--- src/rtl/wave_pkg.sv ---
package wave_pkg;

    localparam int unsigned WAVE_BYTES = 16;
    localparam int unsigned WAVE_DW    = 8;
    localparam int unsigned WAVE_SW    = 4;
    localparam int unsigned WAVE_AW    = $clog2(WAVE_BYTES);
    localparam int unsigned WAVE_POSW  = $clog2(WAVE_BYTES * (WAVE_DW / WAVE_SW));

    typedef struct packed {
        logic               hit;
        logic [WAVE_AW-1:0] idx;
        logic [WAVE_DW-1:0] data;
    } wr_req_t;

    typedef enum logic [1:0] {
        RD_DIRECT  = 2'd0,
        RD_PLAYED  = 2'd1,
        RD_BLOCKED = 2'd2
    } rd_src_e;

    // byte index under a playback position (two samples per byte)
    function automatic logic [WAVE_AW-1:0] pos_to_idx(input logic [WAVE_POSW-1:0] pos);
        return pos[WAVE_POSW-1:1];
    endfunction

    // even position -> upper nibble, odd position -> lower nibble
    function automatic logic [WAVE_SW-1:0] pick_nibble(input logic [WAVE_DW-1:0] b,
                                                       input logic odd);
        return odd ? b[WAVE_SW-1:0] : b[WAVE_DW-1:WAVE_SW];
    endfunction

endpackage

--- src/rtl/wave_pos_ctr.sv ---
module wave_pos_ctr
    import wave_pkg::*;
#(
    parameter int unsigned POSW = WAVE_POSW
) (
    input  logic            clk,
    input  logic            rst,
    input  logic            playing,
    input  logic            adv_tick,
    input  logic            fetch_pulse,
    output logic [POSW-1:0] pos,
    output logic            win
);

    localparam logic [POSW-1:0] POS_LAST = '1;

    always_ff @(posedge clk) begin
        if (rst) begin
            pos <= '0;
            win <= 1'b0;
        end else begin
            win <= fetch_pulse;
            if (!playing)
                pos <= '0;
            else if (adv_tick)
                pos <= pos + 1'b1;
        end
    end

    p_pos_wrap_r4: assert property (@(posedge clk) disable iff (rst)
        playing && adv_tick && pos == POS_LAST |=> pos == '0);

    p_pos_idle_r4: assert property (@(posedge clk) disable iff (rst)
        !playing |=> pos == '0);

    p_pos_step_r4: assert property (@(posedge clk) disable iff (rst)
        playing && adv_tick && pos != POS_LAST |=> pos == $past(pos) + 1'b1);

    p_win_open_r6: assert property (@(posedge clk) disable iff (rst)
        fetch_pulse |=> win);

    p_win_closed_r6: assert property (@(posedge clk) disable iff (rst)
        !fetch_pulse |=> !win);

endmodule

--- src/rtl/wave_access_mux.sv ---
module wave_access_mux
    import wave_pkg::*;
#(
    parameter int unsigned AW   = WAVE_AW,
    parameter int unsigned DW   = WAVE_DW,
    parameter int unsigned POSW = WAVE_POSW
) (
    input  logic            playing,
    input  logic            strict_mode,
    input  logic            win,
    input  logic [AW-1:0]   cpu_addr,
    input  logic            cpu_wr,
    input  logic [DW-1:0]   cpu_wdata,
    input  logic [POSW-1:0] pos,
    output wr_req_t         wreq,
    output rd_src_e         rd_src,
    output logic [AW-1:0]   rd_idx,
    output logic [AW-1:0]   play_idx
);

    always_comb begin
        play_idx   = pos_to_idx(pos);
        wreq.data  = cpu_wdata;
        wreq.idx   = cpu_addr;
        wreq.hit   = cpu_wr;
        rd_src     = RD_DIRECT;
        rd_idx     = cpu_addr;
        if (playing) begin
            rd_idx = play_idx;
            if (strict_mode) begin
                rd_src   = win ? RD_PLAYED : RD_BLOCKED;
                wreq.idx = play_idx;
                wreq.hit = cpu_wr && win;
            end else begin
                rd_src = RD_PLAYED;
            end
        end
    end

endmodule

--- src/rtl/wave_store.sv ---
module wave_store
    import wave_pkg::*;
#(
    parameter int unsigned NBYTES = WAVE_BYTES,
    parameter int unsigned DW     = WAVE_DW,
    parameter int unsigned SW     = WAVE_SW,
    localparam int unsigned AW    = $clog2(NBYTES)
) (
    input  logic          clk,
    input  logic          rst,
    input  wr_req_t       wreq,
    input  logic [AW-1:0] rd_idx,
    input  logic [AW-1:0] play_idx,
    input  logic          play_odd,
    output logic [DW-1:0] rd_byte,
    output logic [SW-1:0] sample
);

    logic [NBYTES-1:0][DW-1:0] mem;

    for (genvar g = 0; g < NBYTES; g++) begin : g_byte
        always_ff @(posedge clk) begin
            if (rst)
                mem[g] <= '0;
            else if (wreq.hit && wreq.idx == AW'(g))
                mem[g] <= wreq.data;
        end
    end

    assign rd_byte = mem[rd_idx];
    assign sample  = pick_nibble(mem[play_idx], play_odd);

    p_write_lands_r3: assert property (@(posedge clk) disable iff (rst)
        wreq.hit |=> mem[$past(wreq.idx)] == $past(wreq.data));

    p_no_write_stable_r9: assert property (@(posedge clk) disable iff (rst)
        !wreq.hit |=> $stable(mem));

endmodule

--- src/rtl/wave_ram_arbiter.sv ---
module wave_ram_arbiter
    import wave_pkg::*;
(
    input  logic                 clk,
    input  logic                 rst,
    input  logic [WAVE_AW-1:0]   cpu_addr,
    input  logic                 cpu_wr,
    input  logic                 cpu_rd,
    input  logic [WAVE_DW-1:0]   cpu_wdata,
    input  logic                 playing,
    input  logic                 strict_mode,
    input  logic                 adv_tick,
    input  logic                 fetch_pulse,
    output logic [WAVE_DW-1:0]   cpu_rdata,
    output logic [WAVE_SW-1:0]   sample_out
);

    logic [WAVE_POSW-1:0] pos;
    logic                 win;
    wr_req_t              wreq;
    rd_src_e              rd_src;
    logic [WAVE_AW-1:0]   rd_idx;
    logic [WAVE_AW-1:0]   play_idx;
    logic [WAVE_DW-1:0]   rd_byte;

    wave_pos_ctr #(.POSW(WAVE_POSW)) u_pos (
        .clk(clk), .rst(rst), .playing(playing), .adv_tick(adv_tick),
        .fetch_pulse(fetch_pulse), .pos(pos), .win(win)
    );

    wave_access_mux #(.AW(WAVE_AW), .DW(WAVE_DW), .POSW(WAVE_POSW)) u_mux (
        .playing(playing), .strict_mode(strict_mode), .win(win),
        .cpu_addr(cpu_addr), .cpu_wr(cpu_wr), .cpu_wdata(cpu_wdata), .pos(pos),
        .wreq(wreq), .rd_src(rd_src), .rd_idx(rd_idx), .play_idx(play_idx)
    );

    wave_store #(.NBYTES(WAVE_BYTES), .DW(WAVE_DW), .SW(WAVE_SW)) u_store (
        .clk(clk), .rst(rst), .wreq(wreq), .rd_idx(rd_idx), .play_idx(play_idx),
        .play_odd(pos[0]), .rd_byte(rd_byte), .sample(sample_out)
    );

    always_ff @(posedge clk) begin
        if (rst)
            cpu_rdata <= '0;
        else if (cpu_rd)
            cpu_rdata <= (rd_src == RD_BLOCKED) ? '1 : rd_byte;
    end

    p_blocked_read_r7: assert property (@(posedge clk) disable iff (rst)
        cpu_rd && playing && strict_mode && !win |=> cpu_rdata == '1);

    p_blocked_write_r9: assert property (@(posedge clk) disable iff (rst)
        cpu_wr && playing && strict_mode && !win |=> $stable(u_store.mem));

    p_rdata_hold_r2: assert property (@(posedge clk) disable iff (rst)
        !cpu_rd |=> $stable(cpu_rdata));

    p_idle_read_r2: assert property (@(posedge clk) disable iff (rst)
        cpu_rd && !playing |=> cpu_rdata == $past(u_store.mem[cpu_addr]));

endmodule

--- config.mk ---
export PLATFORM = sky130hd
export DESIGN_NAME = wave_ram_arbiter
export DESIGN_NICKNAME = d
export VERILOG_FILES = /design/src/rtl/wave_pkg.sv /design/src/rtl/wave_pos_ctr.sv /design/src/rtl/wave_access_mux.sv /design/src/rtl/wave_store.sv /design/src/rtl/wave_ram_arbiter.sv
export SDC_FILE = /design/constraint.sdc
export NUM_CORES = 1
export LEC_CHECK = 0
export ABC_AREA = 1
export BUFFER_PORTS_ARGS = -buffer_cell sky130_fd_sc_hd__clkbuf_2
export CORE_UTILIZATION = 35
export CTS_CLUSTER_DIAMETER = 50
export CTS_CLUSTER_SIZE = 28
export DETAILED_ROUTE_END_ITERATION = 6
export SLEW_MARGIN = 20
export SYNTH_ARGS = -nofsm -noshare
export SYNTH_HDL_FRONTEND = slang
export SYNTH_SLANG_ARGS = --single-unit
--- constraint.sdc ---
create_clock -name clk -period 2 [get_ports clk]
set_input_delay 0.3 -clock clk [delete_from_list [all_inputs] [get_ports clk]]
set_output_delay 0.3 -clock clk [all_outputs]
set_load 0.01 [all_outputs]
**Yosys cells after proc, flatten, opt, wreduce, memory -nomap -nowiden**

Index checks and enable logic that the tools add are counted.

- Register bits after elaboration: 142
- Bits in latches: 0
- Bits in writable memories: 0
- Memory bits (read-only): 0
- Word-level logic and storage cells: 70
- Memories kept: 0

- Add/subtract/negate cells: 1
- Multiply operators: 0
- Divide/modulo/power cells: 0
- Magnitude comparators: 2
- Eq/ne operators: 16
- Shift-type cells: 0
- Muxes and demuxes: 12
- Bitwise operators: 1
- Reduce and logical (&&, ||, !) cells: 19

Operators with widths:

| kind | number |
|---|---|
| 8-bit binary-select mux with 4-bit select | 2 |
| 4-bit equality test, second input constant | 8 |
| 8-bit 2-to-1 mux | 3 |
| 1-bit logical AND | 17 |
| 4-bit by 3-bit equality test with 1-bit output, second input constant | 4 |
| 4-bit by 5-bit less-than comparator with 1-bit output, second input constant | 2 |
| 5-bit 2-to-1 mux | 2 |
| 4-bit by 2-bit equality test with 1-bit output, second input constant | 2 |
| 4-bit 2-to-1 mux | 2 |
| 2-bit 2-to-1 mux | 3 |
| 5-bit by 1-bit adder with 5-bit output, second input constant | 1 |
| 4-bit by 1-bit equality test with 1-bit output, second input constant | 1 |
| 4-bit logical NOT | 1 |
| 2-bit equality test, second input constant | 1 |
| 2-bit OR reduction | 1 |
| 1-bit inverter | 1 |

**Depth between registers and ports, before layout**

- Depth after elaboration: 5
- Mapped depth: 13
- Depth with buffers taken out: 10

**By module**

From an unflattened synthesis, not the netlist that was laid out.

- Cells, all modules: 1239
- Area total of the unflattened synthesis: 7892.6 µm²

Modules (own cells, without submodules):

| module | times used | cells each | area each (µm²) | sequential area each (µm²) |
|---|---|---|---|---|
| wave_store | 1 | 1109 | 7069.3 | 2562.5 |
| wave_ram_arbiter | 1 | 52 | 345.3 | 160.2 |
| wave_pos_ctr | 1 | 34 | 241.5 | 120.1 |
| wave_access_mux | 1 | 44 | 236.5 | 0.0 |

**Least setup slack after synthesis**

Ideal clock, no wire load.

- Kind: reg-to-output
- Start point: register u_pos.pos[1]
- End point: output sample_out[1]
- Arrival time: 1.441 ns
- Data required time: 1.700 ns
- Path slack: 0.259 ns
- Stages on the path, launching flop included: 8
- Buffers on the path: 3
- Cell sequence: dfxtp_1 buf_2 buf_2 clkbuf_1 o21ai_0 nand3_1 a21oi_1 o21a_1

- Longest elaborated chain between the ends: 3

RTL lines:

| what | line | text |
|---|---|---|
| start, declared | wave_pos_ctr.sv:11 | `output logic [POSW-1:0] pos,` |
| start signal, assigned | wave_pos_ctr.sv:26 | `pos <= pos + 1'b1;` |
| 8-bit binary-select mux with 4-bit select | wave_store.sv:31 | `assign sample = pick_nibble(mem[play_idx], play_odd);` |
| 8-bit 2-to-1 mux (not written as such) | wave_store.sv:31 |  |
| 4-bit 2-to-1 mux | wave_pkg.sv:29 | `return odd ? b[WAVE_SW-1:0] : b[WAVE_DW-1:WAVE_SW];` |
| end, declared | wave_ram_arbiter.sv:15 | `output logic [WAVE_SW-1:0] sample_out` |

Every way passes these cells. The select of a mux whose other input is x is not followed.

**Final worst setup path**

- Start point: register u_pos.pos[1]
- End point: output sample_out[3]

Same word-level chain as after synthesis.

==> metrics.txt <==
CTS tree done; WP data arrival 2.11 ns; vias in the first global route 7527; Vias/cell 5.48; PwrDens 794 nW/um^2; post-route minimum period 2.41 ns; root buffer cell clkbuf_16; placed cells 1502; final instance area 9390 sq um; post-synthesis compound-gate area fraction 24.4%; die area 23100 sq um; Util after Layout 42.9%; Post-Syn Area per Cell 6.39 sq um; Horiz. Die Dim 152 um; RSZ-0062 raised after global routing true; Post-synth ARST share 0%; Worst-Margin Slew 0.620 ns; Via Count 8454; Worst setup EP type output port; Final ANT Viol Nets 0; I/O Pins 32; core area 21900 sq um; Switch Pwr 0.00200 W; Post-Syn Area 7860 sq um; Fin Clk Skew 0.00750 ns; worst r2r src u_pos.pos[1]; Initial DRC Count 926; Die Y 152 um; antenna violations before repair 0; internal power 0.00546 W; Pleak 3.89 nW; worst setup path class flip-flop to output port; clock sink count 142; dominant cells by area after synthesis dfxtp_1 36%, nand3_1 13%, o21ai_0 12%; sequential power share 39.5%; synthesized-area fraction occupied by adder cells 0.159%; Synth top area share 36.2%; FP Rows 54; hold_buf cts 0; Port Buffers 31; most instantiated cells after synthesis 200 x nand3_1, 183 x o21ai_0, 165 x a21oi_1, 156 x inv_1, 142 x dfxtp_1; CTS H-tree lvls 4; clock share of power 48.1%; worst vdd ir 0.000417 V; EDFF count, synth 0; failing checks negative setup slack; Seq/Total Area, Yosys 36.2%; XOR/XNOR share of the synthesized area 0%; CP Launch Type flip-flop; Cell Count, Final, Fillers Out 1543; Syn. warnings 0; # Max-Cap Violations 0; Critical Path Fanout Max 25; placed cell area 8480 sq um; ANT cells 0; Initial DRT Pass Iterations 5; CP required 1.70 ns; post-DP HPWL 18200 um; reg-to-reg endpoint cpu_rdata[2]; number of buffers created by CTS 17; Worst Reg-to-Reg Cells 11; GRT Resource Usage Total 23.9%; dominant synthesized flop cell dfxtp_1; Hold Path Stages 3; worst min path class input port to flip-flop; Final Max Slew Viols 0; Layout area overhead 19.5%; WL per Instance 18.6 um; CTS max path bufs 2; post-synthesis simple-gate area fraction 25.5%; hold endpoint u_pos.win; Placer Congestion 0.894; outcome finished, violations left; GRT Residual Overflow 0; first-pass GRT wire length 42700 um; share of cells above drive strength 1 14.1%; Routed Wire Length 28700 um; Initial Utilization 35.9%; largest family of logic cells by synthesized area simple AND/OR/NAND/NOR gates; final hold viol count 0; fill cell count 2299; clk_lat worst skew 0.44 ns; Rel. slew slack 58.7%; cell count after synthesis 1231; Seq cells post-synth 142; Comb pwr share 12.3%; Sw Share 26.8%; period utilization 121%; syn nets 1252; nets 1271; Fmax 414 MHz; pin count of the biggest net entering global routing 61; worst setup margin -0.413 ns; Remaining DRCs 0; Synth cell types 27; Hold Crit Start fetch_pulse; Clock Pin Slew Worst Setup and Hold Paths 0.06 ns; largest area contributor in the netlist dfxtp_1; Final setup violation count 5; worst setup path start u_pos.pos[1]; R2R Setup Slk -0.03 ns; mux cell area share after synthesis 0%; most frequent cell after synthesis nand3_1
[power by group through the flow]
stage	Combinational, W	Clock, W	Sequential, W
3_5_place_dp	0.000865	0	0.00301
6_report	0.000918	0.00359	0.00295
5_1_grt	0.00100	0.00374	0.00295
3_3_place_gp	0.000857	0	0.00301
2_1_floorplan	0.000537	0	0.00301
4_1_cts	0.000870	0.00362	0.00294
[registers in the layout (all words and copies together) (netlist names)]
name and cells:
u_store.mem 128, u_pos.pos 5, cpu_rdata 8, u_pos.win 1
[worst max-delay path by stage]
stage | endpoint | slack, ns | cells past startpoint
3_5_place_dp | u_store.mem[41] | 0.08 | 7
2_1_floorplan | sample_out[1] | 0.26 | 7
6_report | sample_out[3] | -0.41 | 6
3_3_place_gp | sample_out[1] | 0.11 | 10
5_1_grt | sample_out[1] | -0.46 | 10
4_1_cts | sample_out[2] | -0.34 | 10
[layout by cell type (no fill, tap or decap), drive strengths merged]
cell	instances
a21oi	168
a31oi	1
buf	55
bufinv	5
clkbuf	53
clkinv	4
clkinvlp	2
dfxtp	142
ha	1
inv	173
nand2	143
nand3	201
nor2	101
nor3	4
nor4	1
o21a	4
o21ai	200
or2	5
[metal layers]
metal | vias to the layer above | wire length (um) | global-route usage [%]
met5 | - | 0 | 0
met4 | 0 | 749 | 8.19
met1 | 3887 | 12900 | 33.4
li1 | 4096 | - | -
met2 | 423 | 12300 | 35.8
met3 | 48 | 2780 | 5.59
[repair_timing]
item,in CTS,in global routing
gates resized for setup,7,37
cloned,0,7
buffers inserted,0,2
hold endpoints to repair,0,0
endpoints found under the setup margin,4,7
pin swaps,0,10
[through the flow]
stage               hold slack (ns)  setup TNS [ns]  worst slack (ns)  total power (W)
floorplan                     0.407               0             0.259          0.00354
global placement              0.452               0             0.108          0.00386
detailed placement            0.457               0            0.0802          0.00387
CTS                          0.0561           -1.32            -0.337          0.00743
global route                 0.0888           -2.57            -0.459          0.00770
finish                       0.0661           -1.60            -0.413          0.00745
[critical path, stage by stage, from the launching register on]
cell	delay, ns
dfxtp_4	0.42
clkbuf_16	0.22
o21ai_0	0.23
nand3_1	0.19
a21oi_1	0.23
o21a_1	0.22
buf_2	0.15
[cell families (layout without fill, tap and decap cells)]
logic type	count (synthesis)	count (layout)
AND/OR/NAND/NOR	454	455
flip-flops	142	142
AO/OA/AOI/OAI	373	373
buffers and inverters	261	292
adder cells (fa/ha/maj)	1	1
[layout make-up]
class                      count  area, sq um  area share (%)
clock buffer                  19          443            4.72
clock inverter                13          211            2.25
inverter                     171          642            6.83
multi-input combinational    829         4030            42.9
sequential                   142         2850            30.3
tap                          280          350            3.73
timing repair buffer          89          865            9.21
(Power assumes the default switching activity.)
